$ cat src/rtl/boot_hold_seq.sv
module boot_hold_seq #(
  parameter int AW = 13,
  parameter logic [AW-1:0] LOOP_ADDR = 13'h1000
) (
  input  logic          clk,
  input  logic          rst_n,
  input  logic [AW-1:0] addr,
  input  logic          addr_valid,
  input  logic          load_done,
  input  logic [7:0]    img_data,
  output logic [7:0]    data_out,
  output logic          drive_en,
  output logic          released
);
  localparam logic [15:0]   LOOP16  = 16'(LOOP_ADDR);
  localparam logic [7:0]    VEC_LO  = LOOP16[7:0];
  localparam logic [7:0]    VEC_HI  = LOOP16[15:8];
  localparam logic [7:0]    OP_BRK  = 8'h00;
  localparam logic [7:0]    OP_JMPI = 8'h6C;
  localparam logic [7:0]    PTR_LO  = 8'hFC;
  localparam logic [7:0]    PTR_HI  = 8'hFF;
  localparam logic [AW-1:0] JMP_B1  = LOOP_ADDR + AW'(1);
  localparam logic [AW-1:0] JMP_B2  = LOOP_ADDR + AW'(2);

  typedef enum logic [2:0] {S_STUB, S_ARM, S_J1, S_J2, S_REL} seq_t;
  seq_t st, st_nxt;

  wire cart    = addr[AW-1];
  wire at_loop = (addr == LOOP_ADDR);
  wire in_vec  = cart && (&addr[AW-2:2]);
  wire [7:0] stub_byte = in_vec ? (addr[0] ? VEC_HI : VEC_LO) : OP_BRK;

  always_comb begin
    st_nxt = st;
    unique case (st)
      S_STUB: if (load_done) st_nxt = S_ARM;
      S_ARM:  if (addr_valid && at_loop) st_nxt = S_J1;
      S_J1:   if (addr_valid) st_nxt = (addr == JMP_B1) ? S_J2 : (at_loop ? S_J1 : S_ARM);
      S_J2:   if (addr_valid) st_nxt = (addr == JMP_B2) ? S_REL : (at_loop ? S_J1 : S_ARM);
      S_REL:  st_nxt = S_REL;
      default: st_nxt = S_STUB;
    endcase
  end

  always_ff @(posedge clk or negedge rst_n)
    if (!rst_n) st <= S_STUB;
    else        st <= st_nxt;

  always_comb begin
    if (!cart)                                   data_out = 8'h00;
    else if (st == S_REL)                        data_out = img_data;
    else if (st != S_STUB && at_loop)            data_out = OP_JMPI;
    else if (st == S_J1 && addr == JMP_B1)       data_out = PTR_LO;
    else if (st == S_J2 && addr == JMP_B2)       data_out = PTR_HI;
    else                                         data_out = stub_byte;
  end

  assign drive_en = cart;
  assign released = (st == S_REL);

  AST_RELEASE_STICKY: assert property (@(posedge clk) disable iff (!rst_n)
    released |=> released);
  AST_RELEASE_AFTER_TAIL: assert property (@(posedge clk) disable iff (!rst_n)
    $rose(released) |-> $past(addr_valid && addr == JMP_B2));
  AST_STUB_WAITS_LOAD: assert property (@(posedge clk) disable iff (!rst_n)
    (st == S_STUB && !load_done) |=> (st == S_STUB && !released));
  AST_JMP_HEAD: assert property (@(posedge clk) disable iff (!rst_n)
    $rose(st == S_J1) |-> $past(addr_valid && at_loop));
  AST_IDLE_HOLDS: assert property (@(posedge clk) disable iff (!rst_n)
    (!addr_valid && st != S_STUB) |=> $stable(st));
endmodule

$ cat config.mk
export PLATFORM = sky130hd
export DESIGN_NAME = boot_hold_seq
export DESIGN_NICKNAME = d
export VERILOG_FILES = /design/src/rtl/boot_hold_seq.sv
export SDC_FILE = /design/constraint.sdc
export NUM_CORES = 1
export LEC_CHECK = 0
export CAP_MARGIN = 20
export CORE_UTILIZATION = 39
export CTS_BUF_LIST = sky130_fd_sc_hd__clkbuf_4 sky130_fd_sc_hd__clkbuf_8
export DETAILED_ROUTE_END_ITERATION = 8
export PLACE_DENSITY_LB_ADDON = 0.08
export SYNTH_ARGS = -nofsm -noshare
export SYNTH_HDL_FRONTEND = slang
export SYNTH_SLANG_ARGS = --single-unit
$ cat constraint.sdc
create_clock -name clk -period 1.9 [get_ports clk]
set_input_delay 0.19 -clock clk [delete_from_list [all_inputs] [get_ports clk]]
set_output_delay 0.19 -clock clk [all_outputs]
set_load 0.02 [all_outputs]
==> results.ini, run 1 <==
[logic_synthesis]
synth_warnings=0
synth_seq_area_share_pct=14.6
avgSynthCellArea_um2=7.04
syn_inst=73
synthArstFlopShare_pct=100
yosys-top-cells-area=dfrtp_1 (15%), a21oi_1 (8.8%), a211oi_1 (5.8%)
synth_edf_count=0
netlist.top_cell.by_area=dfrtp_1
synth_cell_types=34
syn_area_um2=514
synth_most_common_cell=a21oi_1
synth_nets=98
synth_common_cells=a21oi_1 (9), nand2_1 (8)
synth_seq_cells=3
synth_ff_type=dfrtp_1
synth_top_area_share_pct=14.6

[global_routing]
grt_pass1_wl_mm=3.74
grt_pass1_vias=846
grt_remaining_overflow=0
grt_start_max_net_pins=14
grt_usage_pct=37.0
antenna_found_initial=0

[finish]
top_regs=st x3
nNetsFinal=153
largest_reg_flops=3
postLayoutCellArea_um2=1070
n_antenna_cell=0
largest_register=st
layout.cells.non_filler=141
syn_to_final_growth_pct=109
layout-drive-gt1-share_pct=38.6

[worst_setup_path]
slowest_stage=dfrtp_1
rrSetupSlack_ns=0.32
crit_buf_inv=2
critPathKind=reg2out
critPathTopFamily=compound AO/OA/AOI/OAI gates
critPathArrivalTime_ns=1.75
slowest_delay_ns=0.39
reg2reg_depth=5
cp-start-kind=register
crit_chain=buf_4, nor2_2, nand2_1, o221a_1, o21a_1, buf_2
crit_path_end_kind=primary output
r2r_end=st[1]$_DFFE_PN0P_
critPathMaxFanout=4
crit_required_ns=1.71
reg2reg_from=st[1]$_DFFE_PN0P_

[power]
power_mw=0.305
peakVddDrop_mv=0.176
p_per_area_nw_per_um2=284
cellLeakagePower_nw=0.491

[placed_design]
portBuffers=34
hpwl_mm=1.64
gp_congestion=0.817
placed_cells=132
pre_cts_slack_ns=-0.524
place_area_um2=971

[cts]
ctsHoldBuffers=0
clkLatencyLatePin_ns=0.24
cts_buffer_depth=2
numCtsBuffers=3
htreeDepth=1
cts.sinks=3
cts_root_buf=clkbuf_4
clk_pin_slew_ns=0.04
cts_tree=built

[floorplanning]
die_x_um=38.3
fp.coreArea_um2=1170
std_cell_rows=12
die_area_um2=1470
start_util_pct=43.9
num_io_pins=35
die_height_um=38.3

[timing]
hold_violations=0
period_needed_ns=1.94
skew_ns=0.00265
report.final.slew_viol_count=0
slew_headroom_pct=79.8
finalCritPeriodShare_pct=102
worst_slack_ns=-0.0380
finalSetupViolations=3
tightest_slew_ns=0.300
fmaxAchievable_mhz=516
tns_ns=-0.0815

[drt]
vias=931
drt_pass1_iterations=4
drt-initial-drc-count=66
postRouteAntennaNets=0
wl_mm=2.80
wl_per_cell_um=19.9
drc=0
viasPerCell=6.60

[run_status]
outcome=complete, but fails checks
violations=setup timing

[job]
cap_violations=0

[hold_path]
hold_class=in2async

-- per-layer routing --
layer	part of all wire, %	routed length [um]	global-route usage [%]	up-vias
li1	-	-	-	389
met1	34	960	35.6	400
met2	47	1300	72.0	114
met3	13	371	4.65	28
met4	5.9	164	23.2	0
met5	0	0	0	-
-- cell usage in the layout (no fill, tap or decap), types with 3 or more instances in the layout --
master	n
a21oi_1	8
buf_4	25
buf_2	3
nand2_1	8
a211oi_2	4
nand3_1	3
dfrtp_1	3
clkbuf_4	4
clkdlybuf4s50_1	15
dlymetal6s2s_1	5
o21ai_1	3
nor2_1	4
nand4_1	3
dlygate4sd2_1	6
-- worst max path at each step --
stage	start	slack, ns	depth (start not counted)	endpoint
2_1_floorplan	st[0]$_DFFE_PN0P_	0.14	5	data_out[2]
3_3_place_gp	addr[7]	-0.46	6	data_out[6]
3_5_place_dp	addr[7]	-0.52	6	data_out[5]
4_1_cts	st[0]$_DFFE_PN0P_	0.007	6	data_out[7]
5_1_grt	st[0]$_DFFE_PN0P_	-0.06	6	data_out[4]
6_report	st[0]$_DFFE_PN0P_	-0.04	6	data_out[4]
-- logic make-up (layout without fill, tap and decap cells) --
logic type / after synthesis / count (layout) / synth area share (%)
AOI/OAI and AO/OA: 26 / 26 / 34.8
buffers and inverters: 8 / 62 / 7.06
DFF: 3 / 3 / 14.6
muxes: 1 / 1 / 1.95
and+or+nand+nor: 35 / 35 / 41.6
-- through the flow --
| stage | hold slack (ns) | util [%] |
|---|---|---|
| 2_1_floorplan | -0.106 | - |
| 3_3_place_gp | 0.377 | 82.9 |
| 3_5_place_dp | 0.382 | 82.9 |
| 4_1_cts | 0.137 | 83.7 |
| 5_1_grt | 0.160 | 91.6 |
| 6_report | 0.148 | 91.6 |
-- final cells by class --
class | instances | area [um^2]
inverters | 2 | 7.51
flip-flops and latches | 3 | 75.1
fillers | 48 | 98.8
multi-input cells | 62 | 452
repair buffers | 56 | 490
clock buffers | 4 | 30.0
well taps | 14 | 17.5
-- power breakdown --
| part | internal (mW) | total, mW | switching, mW | leakage (nW) |
|---|---|---|---|---|
| clock | 0.0934 | 0.133 | 0.0400 | 0.0184 |
| sequential | 0.0642 | 0.0642 | 0.00000628 | 0.0367 |
| combinational | 0.0590 | 0.107 | 0.0482 | 0.435 |
| total | 0.217 | 0.305 | 0.0882 | 0.491 |
-- timing repair --
item	CTS	global route
pin swaps	2	8
setup endpoints to repair	9	8
setup buffers	2	3
resized for setup	43	20
(Power assumes the default switching activity.)
==> inputs of run 2 (changes only) <==
CTS_CLUSTER_SIZE = 20   (was not set)
==> results of run 2 <==
No change in the layout: final DEF, timing and power equal those of run 1.
